**config.mk**
```make
export PLATFORM = sky130hd
export DESIGN_NAME = hybrid_const_adder
export DESIGN_NICKNAME = d
export VERILOG_FILES = /design/src/rtl/hca_pkg.sv /design/src/rtl/hca_prefix.sv /design/src/rtl/hca_ones_ripple.sv /design/src/rtl/hybrid_const_adder.sv
export SDC_FILE = /design/constraint.sdc
export NUM_CORES = 1
export LEC_CHECK = 0
export ABC_CLOCK_PERIOD_IN_PS = 6900
export BUFFER_PORTS_ARGS = -buffer_cell sky130_fd_sc_hd__buf_4
export CORE_AREA = 2 2 39 41
export DETAILED_ROUTE_END_ITERATION = 8
export DIE_AREA = 0 0 41 43
export PLACE_DENSITY = 0.85
export SLEW_MARGIN = 25
export SYNTH_ARGS = -nofsm -noshare
export SYNTH_HDL_FRONTEND = slang
export SYNTH_SLANG_ARGS = --single-unit
```
**constraint.sdc**
```tcl
create_clock -name vclk -period 6.9
set_input_delay 0.345 -clock vclk [all_inputs]
set_output_delay 0.345 -clock vclk [all_outputs]
set_load 0.02 [all_outputs]
```
**src/rtl/hca_pkg.sv**
```systemverilog
package hca_pkg;
  typedef enum logic [0:0] {
    NET_BK = 1'b0,
    NET_KS = 1'b1
  } net_e;

  function automatic int lvls(input int width);
    return (width < 2) ? 1 : $clog2(width);
  endfunction
endpackage

```
**src/rtl/hca_prefix.sv**
```systemverilog
module hca_prefix
  import hca_pkg::*;
#(
  parameter int   WD  = 10,
  parameter net_e NET = NET_BK
) (
  input  logic [WD-1:0] a,
  input  logic [WD-1:0] b,
  output logic [WD-1:0] s,
  output logic          co
);
  localparam int LV  = lvls(WD);
  localparam int N   = 1 << LV;
  localparam int LEV = (NET == NET_KS) ? LV : 2 * LV - 1;

  logic [LEV:0][N-1:0] gg;
  logic [LEV:0][N-1:0] pp;
  logic [N-1:0]        cin_v;

  // bitwise generate / propagate, padded with zeros up to N
  for (genvar i = 0; i < N; i++) begin : g_pre
    if (i < WD) begin : g_real
      assign gg[0][i] = a[i] & b[i];
      assign pp[0][i] = a[i] ^ b[i];
    end else begin : g_pad
      assign gg[0][i] = 1'b0;
      assign pp[0][i] = 1'b0;
    end
  end

  for (genvar t = 0; t < LEV; t++) begin : g_lvl
    for (genvar i = 0; i < N; i++) begin : g_bit
      if (NET == NET_KS) begin : g_ks
        localparam int D = 1 << t;
        if (i >= D) begin : g_cell
          assign gg[t+1][i] = gg[t][i] | (pp[t][i] & gg[t][i-D]);
          assign pp[t+1][i] = pp[t][i] & pp[t][i-D];
        end else begin : g_buf
          assign gg[t+1][i] = gg[t][i];
          assign pp[t+1][i] = pp[t][i];
        end
      end else begin : g_bk
        localparam bit UP = (t < LV);
        localparam int S  = UP ? t : (2 * LV - 2 - t);
        localparam int SP = 2 << S;
        localparam int D  = 1 << S;
        localparam bit HIT = UP ? (((i + 1) % SP) == 0)
                                : ((((i + 1) % SP) == D) && ((i + 1) > SP));
        if (HIT) begin : g_cell
          assign gg[t+1][i] = gg[t][i] | (pp[t][i] & gg[t][i-D]);
          assign pp[t+1][i] = pp[t][i] & pp[t][i-D];
        end else begin : g_buf
          assign gg[t+1][i] = gg[t][i];
          assign pp[t+1][i] = pp[t][i];
        end
      end
    end
  end

  // carry into bit i is the group generate of bits i-1..0 (carry-in zero)
  assign cin_v = {gg[LEV][N-2:0], 1'b0};
  assign s     = pp[0][WD-1:0] ^ cin_v[WD-1:0];
  assign co    = gg[LEV][WD-1];

  // section result matches a plain wide sum
  always_comb begin
    a_r2_prefix_sum: assert ({co, s} == ({1'b0, a} + {1'b0, b}))
      else $error("prefix section sum mismatch");
  end
endmodule

```
**src/rtl/hca_ones_ripple.sv**
```systemverilog
module hca_ones_ripple #(
  parameter int WD = 6
) (
  input  logic [WD-1:0] a,
  input  logic          ci,
  output logic [WD-1:0] s,
  output logic          co
);
  logic [WD:0] c;

  assign c[0] = ci;
  for (genvar j = 0; j < WD; j++) begin : g_cell
    assign s[j]   = ~(a[j] ^ c[j]);
    assign c[j+1] = a[j] | c[j];
  end
  assign co = c[WD];

  always_comb begin
    if (ci) begin
      a_r4_pass_through: assert (s == a && co)
        else $error("carried upper field not passed through");
    end else begin
      a_r5_decrement: assert (co == (|a) && s == a - 1'b1)
        else $error("uncarried upper field not decremented");
    end
  end
endmodule

```
**src/rtl/hybrid_const_adder.sv**
```systemverilog
module hybrid_const_adder
  import hca_pkg::*;
#(
  parameter int   W   = 16,
  parameter int   K   = 6,
  parameter net_e NET = NET_BK
) (
  input  logic [W-1:0]   a,
  input  logic [W-K-1:0] b_lo,
  output logic [W-1:0]   sum,
  output logic           cout
);
  localparam int L = W - K;

  logic c_mid;

  hca_prefix #(.WD(L), .NET(NET)) u_pfx (
    .a (a[L-1:0]),
    .b (b_lo),
    .s (sum[L-1:0]),
    .co(c_mid)
  );

  hca_ones_ripple #(.WD(K)) u_rip (
    .a (a[W-1:L]),
    .ci(c_mid),
    .s (sum[W-1:L]),
    .co(cout)
  );

  // whole result equals a plus the implied operand
  always_comb begin
    a_r1_total: assert ({cout, sum} == ({1'b0, a} + {1'b0, {K{1'b1}}, b_lo}))
      else $error("total sum mismatch");
  end
endmodule

```
==> impl_metrics.toml, run 1 <==
[worst_setup_path]
slowest_stage = "fa_1"
worst_setup_path_start_kind = "primary input"
path_class = "in -> out"
path_cells = "buf_4, ha_1, fa_1, a211oi_2, o21a_2, o21ai_2, a31oi_1, ha_1, ha_1, ha_1, ha_1, ha_1, ha_1, inv_1, buf_4"
max_stage_delay_ns = 0.42
cp_max_fo = 3
cp_common_cell = "ha_1"
cp-end-kind = "output pin"
critical_path_arrival_ns = 2.78
crit_required_ns = 6.55

[sta]
max_freq_ghz = 0.320
rsz0062_at_grt = "false"
tightest_slew_ns = 0.175
slew_violations = 0
tns_ns = 0
slew_headroom = 0.883
min_period_over_period = 0.453
post-route-min-period_ns = 3.12
setup_slack_ns = 3.78
hold_viol = 0
setup_viol = 0

[floorplan]
die_height_um = 43
die_w_um = 41
rows = 14
dieArea_sq_mm = 0.00176
initial_utilization = 0.352
io-pin-count = 43
fp.coreArea_sq_mm = 0.00138

[synthesis]
synth_area_leaders = "ha_1 (39%), fa_1 (21%), inv_1 (18%)"
synth_seq_area_share = 0
synthDominantCellAreaShare = 0.386
yosysUniqueCellTypes = 13
syn_area_per_cell_sq_um = 8.39
syn_nets = 104
synth_top_area_cell = "ha_1"
synth_cells = 58
netlist_area_sq_um = 487
yosysWarnings = 0

[status]
status = "finished clean"

[drt]
routedWlPerCell_um = 8.93
postRouteAntennaNets = 0
vias = 518
drc = 0
firstDrtPassIters = 2
vias_per_cell = 4.43
routed_wl_um = 1050
drt-initial-drc-count = 3

[layout]
drive_above_1_share = 0.455
syn2layout_area_growth_pct = 70.4
seq_area_sq_um = 0
seq_cells = 0
diodes = 0
nNetsFinal = 149
nClkBuffers = 0

[cts]
cts-hold-fix-buffers = 0
cts_resized = 0
cts_setup_buffers = 0

[power]
p_leak_uw = 0.000523
ir_drop_mv = 0.0531
power.density_mw_per_mm2 = 105

[global_route]
grt_start_max_net_pins = 4
grt_pass1_wl_um = 1700
overflow = 0
antenna_found_initial = 0
track_usage = 0.127
first_global_vias = 506

[place]
gp_congestion = 0.587
pre_cts_ws_ns = 3.73
detailed_place_hpwl_um = 1040
port_buffers = 43

[worst_hold_path]
hold_path.class = "in -> out"

[flow_run]
cap_viol_max_count = 0
==> cells in the mapped netlist, drive strengths merged <==
| library cell | count |
|---|---|
| xor2 | 1 |
| nand2 | 1 |
| o21ai | 1 |
| o211ai | 1 |
| a211oi | 1 |
| a31oi | 1 |
| fa | 5 |
| o21a | 1 |
| a21o | 2 |
| ha | 15 |
| a21oi | 3 |
| inv | 23 |
| xnor2 | 3 |
==> power breakdown <==
part	switching, uW	total [uW]	internal, uW	leakage [uW]
registers	0	0	0	0
clock network	0	0	0	0
logic	44.3	87.2	43.0	0.000523
total	44.3	87.2	43.0	0.000523
==> cells by family (layout without fill, tap and decap cells) <==
| logic type | count (synthesis) | after routing | synth area share |
|---|---|---|---|
| fa+ha+maj | 20 | 20 | 0.591 |
| simple gates | 1 | 1 | 0.00770 |
| xor+xnor | 4 | 4 | 0.0720 |
| compound gates | 10 | 10 | 0.152 |
| buf+inv | 23 | 66 | 0.177 |
==> worst paths after layout <==
| path | from | end | slack, ns | cells after the start |
|---|---|---|---|---|
| setup / recovery | a[0] | sum[15] | 3.78 | 15 |
| hold / removal | b_lo[0] | sum[0] | 1.00 | 3 |
==> placed cells by master (no fill, tap or decap) <==
master,n
o211ai_1,1
a31oi_1,1
inv_1,23
ha_1,15
nand2_1,1
xor2_1,1
a211oi_2,1
o21a_2,1
xnor2_1,3
a21oi_1,3
buf_4,43
a21o_1,2
o21ai_2,1
fa_1,5
==> through the flow <==
stage                      util  cells  total power, uW  hold slack (ns)  cell area [sq um]
after floorplan               -     58             49.5            0.890                487
after global placement    0.599    117             86.2             1.00                830
after detailed placement  0.599    117             88.6             1.01                830
after CTS                 0.599    117             88.9             1.01                830
after global routing      0.599    117             96.9             1.02                830
final                     0.599    117             87.2             1.00                830
==> layer usage <==
| metal | global-route usage | vias to the layer above | routed length, um |
|---|---|---|---|
| met3 | 0.0105 | 0 | 122 |
| li1 | - | 265 | - |
| met5 | 0 | - | 0 |
| met1 | 0.104 | 227 | 321 |
| met2 | 0.288 | 26 | 601 |
| met4 | 0 | 0 | 0 |
==> critical path, delay by kind of cell <==
family,cells,cell delay (ns)
adders and majority gates,8,1.56
buffers and inverters,3,0.29
AOI/OAI and AO/OA,4,0.60
==> final cells by class <==
cell class / instances / area (sq um)
fillers: 134 / 554
multi-input cells: 35 / 400
repair buffers: 43 / 323
inverters: 23 / 86.3
well taps: 16 / 20.0
(Power assumes the default switching activity.)
==> run 2: changes to the inputs <==
- ABC_AREA: default -> 1
- ABC_CLOCK_PERIOD_IN_PS: 6900 -> 2700
- CORE_AREA: 2 2 39 41 -> default
- CORE_UTILIZATION: default -> 37
- DIE_AREA: 0 0 41 43 -> default
- PLACE_DENSITY: 0.85 -> 0.87
- clock period: 6.9 -> 2.7 ns (I/O delays scaled with it)
==> run 2 against run 1 <==
  * Non-clock buffer count is the same
  * Routed wire length grew 4.9%
  * Global-route usage is 2.2 points higher
  * Area after synthesis rose by 7.2%
  * Critical path depth is 1 higher
  * Critical path type unchanged
  * Die area is 11% lower
  * Largest cell class unchanged
  * Utilization is 7.0 points higher
  * Setup slack got worse by 3.6 ns
  * Worst hold slack got worse by 0.41 ns
  * Flip-flop and latch count did not move
  * Sequential share of layout area did not move
  * Cell count rose by 9.4%
==> impl_metrics.toml, run 2 <==
[status]
status = "finished clean"

[global_route]
track_usage = 0.149
grt_pass1_wl_um = 1630
antenna_found_initial = 0
grt_start_max_net_pins = 5
overflow = 0
first_global_vias = 478

[drt]
vias = 562
drc = 0
firstDrtPassIters = 2
postRouteAntennaNets = 0
vias_per_cell = 4.39
routed_wl_um = 1100
routedWlPerCell_um = 8.56
drt-initial-drc-count = 1

[floorplan]
io-pin-count = 43
dieArea_sq_mm = 0.00156
die_w_um = 39.6
fp.coreArea_sq_mm = 0.00130
die_height_um = 39.6
rows = 13
initial_utilization = 0.401

[synthesis]
synth_seq_area_share = 0
ys_top_cells_by_count = "inv_1 (28), ha_1 (15), nand2_1 (7), fa_1 (5)"
synth_area_leaders = "ha_1 (36%), inv_1 (20%), fa_1 (19%)"
synth_cells = 70
netlist_area_sq_um = 522
yosysMostFrequentCell = "inv_1"
syn_area_per_cell_sq_um = 7.45
syn_nets = 116
yosysWarnings = 0
yosysUniqueCellTypes = 13
synthDominantCellAreaShare = 0.360
synth_top_area_cell = "ha_1"

[worst_setup_path]
slowest_stage = "fa_2"
cp_common_cell = "ha_1"
worst_setup_path_start_kind = "primary input"
crit_required_ns = 2.57
path_class = "in -> out"
path_cells = "buf_4, ha_1, fa_2, nand3_1, nand3_2, nand2_1, nand2_2, a21oi_2, ha_1, ha_1, ha_1, ha_1, ha_1, ha_1, inv_1, buf_4"
cp_max_fo = 3
critPathTopFamily = "adder cells"
critical_path_arrival_ns = 2.35
path_buf_inv = 3
max_stage_delay_ns = 0.34
cp-end-kind = "output pin"

[layout]
seq_cells = 0
drive_above_1_share = 0.451
final_common_cell = "buf_4"
nNetsFinal = 161
diodes = 0
syn2layout_area_growth_pct = 66.9
most-common-layout-cells = "buf_4 (43), inv_1 (28), ha_1 (15)"
nClkBuffers = 0
seq_area_sq_um = 0

[power]
power.density_mw_per_mm2 = 263
switching_share = 0.520
p_leak_uw = 0.000566
netSwitchingPower_uw = 119
clockPowerShare = 0
power.internal_uw = 110
pwr-share-seq = 0
comb_power_share = 1.000
ir_drop_mv = 0.155

[cts]
cts_setup_buffers = 0

[sta]
max_freq_ghz = 0.402
tightest_slew_ns = 0.181
tns_ns = 0
rsz0062_at_grt = "false"
hold_ws_ns = 0.588
slew_headroom = 0.879
min_period_over_period = 0.921
post-route-min-period_ns = 2.49
slew_violations = 0
setup_viol = 0
hold_viol = 0

[place]
gp_congestion = 0.673
detailed_place_hpwl_um = 1110
port_buffers = 43

[flow_run]
cap_viol_max_count = 0

[worst_hold_path]
hold_path.class = "in -> out"
## run 2: layout make-up
class | count | area (sq um)
Inverter | 29 | 109
Fill cell | 123 | 430
Multi-Input combinational cell | 41 | 420
Timing Repair Buffer | 43 | 323
Tap cell | 15 | 18.8
## run 2: kinds of logic (layout without fill, tap and decap cells)
logic type / count (synthesis) / in the layout / synth area share
buffers and inverters: 29 / 72 / 0.209
adders and majority gates: 20 / 20 / 0.552
and+or+nand+nor: 13 / 13 / 0.113
AOI/OAI and AO/OA: 4 / 4 / 0.0600
xor gates and xnor gates: 4 / 4 / 0.0672
## run 2: power groups by stage
stage / clock [uW] / sequential [uW] / combinational [uW]
finish: 0 / 0 / 229
global route: 0 / 0 / 254
detailed placement: 0 / 0 / 231
floorplan: 0 / 0 / 131
global placement: 0 / 0 / 225
CTS: 0 / 0 / 232
## run 2: worst paths after layout
check	startpoint	end	slack, ns	cells after the start
worst max-delay path	a[0]	sum[15]	0.21	16
worst min-delay path	b_lo[0]	sum[0]	0.59	3
## run 2: through the flow
| step | setup WS (ns) | util | std cells | cell area, sq um | total power [uW] |
|---|---|---|---|---|---|
| floorplan | 0.429 | - | 70 | 522 | 131 |
| finish | 0.212 | 0.669 | 128 | 871 | 229 |
| CTS | 0.0890 | 0.663 | 128 | 863 | 232 |
| detailed placement | 0.0908 | 0.663 | 128 | 863 | 231 |
| global placement | 0.203 | 0.663 | 128 | 863 | 225 |
| global route | 0.0165 | 0.669 | 128 | 871 | 254 |
## run 2: timing repair
action	in CTS	in global routing
gates resized for setup	0	2
setup endpoints to repair	0	1
hold buffers	0	0
## run 2: per-layer routing
layer / GRT usage / vias to the layer above / part of all wire
met1: 0.134 / 249 / 0.30
li1: - / 289 / -
met4: 0 / 0 / 0
met3: 0.0284 / 0 / 0.10
met2: 0.336 / 24 / 0.59
met5: 0 / - / 0
==> run 3: changes to the inputs <==
- BUFFER_PORTS_ARGS: -buffer_cell sky130_fd_sc_hd__buf_4 -> default
- CORE_AREA: default -> 2 2 39 41
- CORE_UTILIZATION: 37 -> default
- DIE_AREA: default -> 0 0 41 43
- DONT_BUFFER_PORTS: default -> 1
- PLACE_DENSITY: 0.87 -> default
- PLACE_DENSITY_LB_ADDON: default -> 0.15
==> run 3 against run 2 <==
  * Worst hold slack got worse by 0.11 ns
  * Maximum frequency increased by 3.4%
  * Cell area decreased by 38%
  * Non-clock buffer count is 43 lower
  * Highest routed layer unchanged
==> impl_metrics.toml, run 3 (synthesized netlist as in run 2, its figures left out) <==
[status]
status = "finished clean"

[sta]
rsz0062_at_grt = "false"
tightest_slew_ns = 0.487
hold_viol = 0
tns_ns = 0
slew_violations = 0
setup_viol = 0
post-route-min-period_ns = 2.41
max_freq_ghz = 0.416
slew_headroom = 0.673
min_period_over_period = 0.891

[global_route]
first_global_vias = 296
grt_pass1_wl_um = 1130
track_usage = 0.0825
antenna_found_initial = 0
overflow = 0
grt_start_max_net_pins = 5

[worst_setup_path]
crit_required_ns = 2.57
path_cells = "ha_1, fa_1, nand3_1, nand3_1, nand2_1, nand2_2, a21oi_2, ha_1, ha_1, ha_1, ha_1, ha_1, ha_1, inv_1"
slowest_stage = "fa_1"
path_class = "in -> out"
cp_common_cell = "ha_1"
cp-end-kind = "output pin"
worst_setup_path_start_kind = "primary input"
cp_max_fo = 3
critical_path_arrival_ns = 2.27
max_stage_delay_ns = 0.39

[floorplan]
dieArea_sq_mm = 0.00176
rows = 14
die_w_um = 41
io-pin-count = 43
fp.coreArea_sq_mm = 0.00138
die_height_um = 43
initial_utilization = 0.377

[drt]
m1WireLength_um = 322
top_layer = "met3"
postRouteAntennaNets = 0
firstDrtPassIters = 3
drc = 0
routed_wl_um = 772
vias = 408
vias_per_cell = 4.74
wl_met2_um = 370
routedWlPerCell_um = 8.98
met3_length_um = 79
drt-initial-drc-count = 2

[place]
port_buffers = 0
gp_congestion = 0.549
detailed_place_hpwl_um = 770

[cts]
cts_setup_buffers = 0
cts_resized = 0
cts-hold-fix-buffers = 0

[flow_run]
cap_viol_max_count = 0

[layout]
diodes = 0
nClkBuffers = 0
seq_cells = 0
most-common-layout-cells = "inv_1 (28), ha_1 (15), nand2_1 (7)"
fillCellCount = 158
nNetsFinal = 118
seq_area_sq_um = 0
drive_above_1_share = 0.0857
multi_input_area_sq_um = 413
final_common_cell = "inv_1"
finish.utilization = 0.392
syn2layout_area_growth_pct = 3.84

[power]
ir_drop_mv = 0.0802
power.density_mw_per_mm2 = 264
p_leak_uw = 0.000357

[worst_hold_path]
hold_path.class = "in -> out"
==> run 3: changes by cell type in the layout (fill, tap and decap cells not counted) <==
| cell | before | now |
|---|---|---|
| buf_4 | 43 | 0 |
| fa_1 | 4 | 5 |
| fa_2 | 1 | 0 |
| nand3_1 | 1 | 2 |
| nand3_2 | 1 | 0 |
==> run 3: power by group <==
part	switching, uW	internal, uW
clock	0	0
sequential	0	0
combinational	99.8	43.2
total	99.8	43.2
==> run 3: critical path: cells and delay by family <==
kind            cells  cell delay (ns)
fa+ha+maj           8             1.50
buf+inv             1             0.15
simple gates        4             0.38
compound gates      1             0.11
==> run 3: area by class of cell <==
cell class | count | area share
well taps | 16 | 0.0370
inverters | 29 | 0.201
multi-input cells | 41 | 0.762
==> run 3: routing by layer <==
metal / vias to the layer above / global-route usage
met1: 179 / 0.100
li1: 203 / -
met2: 26 / 0.156
met5: - / 0
met4: 0 / 0
met3: 0 / 0.00524
==> run 3: stage by stage <==
step / hold slack [ns] / setup slack, ns / cell area [sq um] / total power [uW] / cells
4_1_cts: 0.480 / 0.271 / 542 / 146 / 86
3_5_place_dp: 0.480 / 0.269 / 542 / 145 / 86
3_3_place_gp: 0.481 / 0.310 / 542 / 144 / 86
6_report: 0.476 / 0.294 / 542 / 143 / 86
5_1_grt: 0.484 / 0.0818 / 542 / 160 / 86
2_1_floorplan: 0.470 / 0.429 / 522 / 131 / 70
==> run 3: final timing paths <==
| kind | start | end | slack, ns | depth (start not counted) |
|---|---|---|---|---|
| worst max-delay path | a[0] | sum[15] | 0.29 | 14 |
| worst min-delay path | b_lo[0] | sum[0] | 0.48 | 1 |
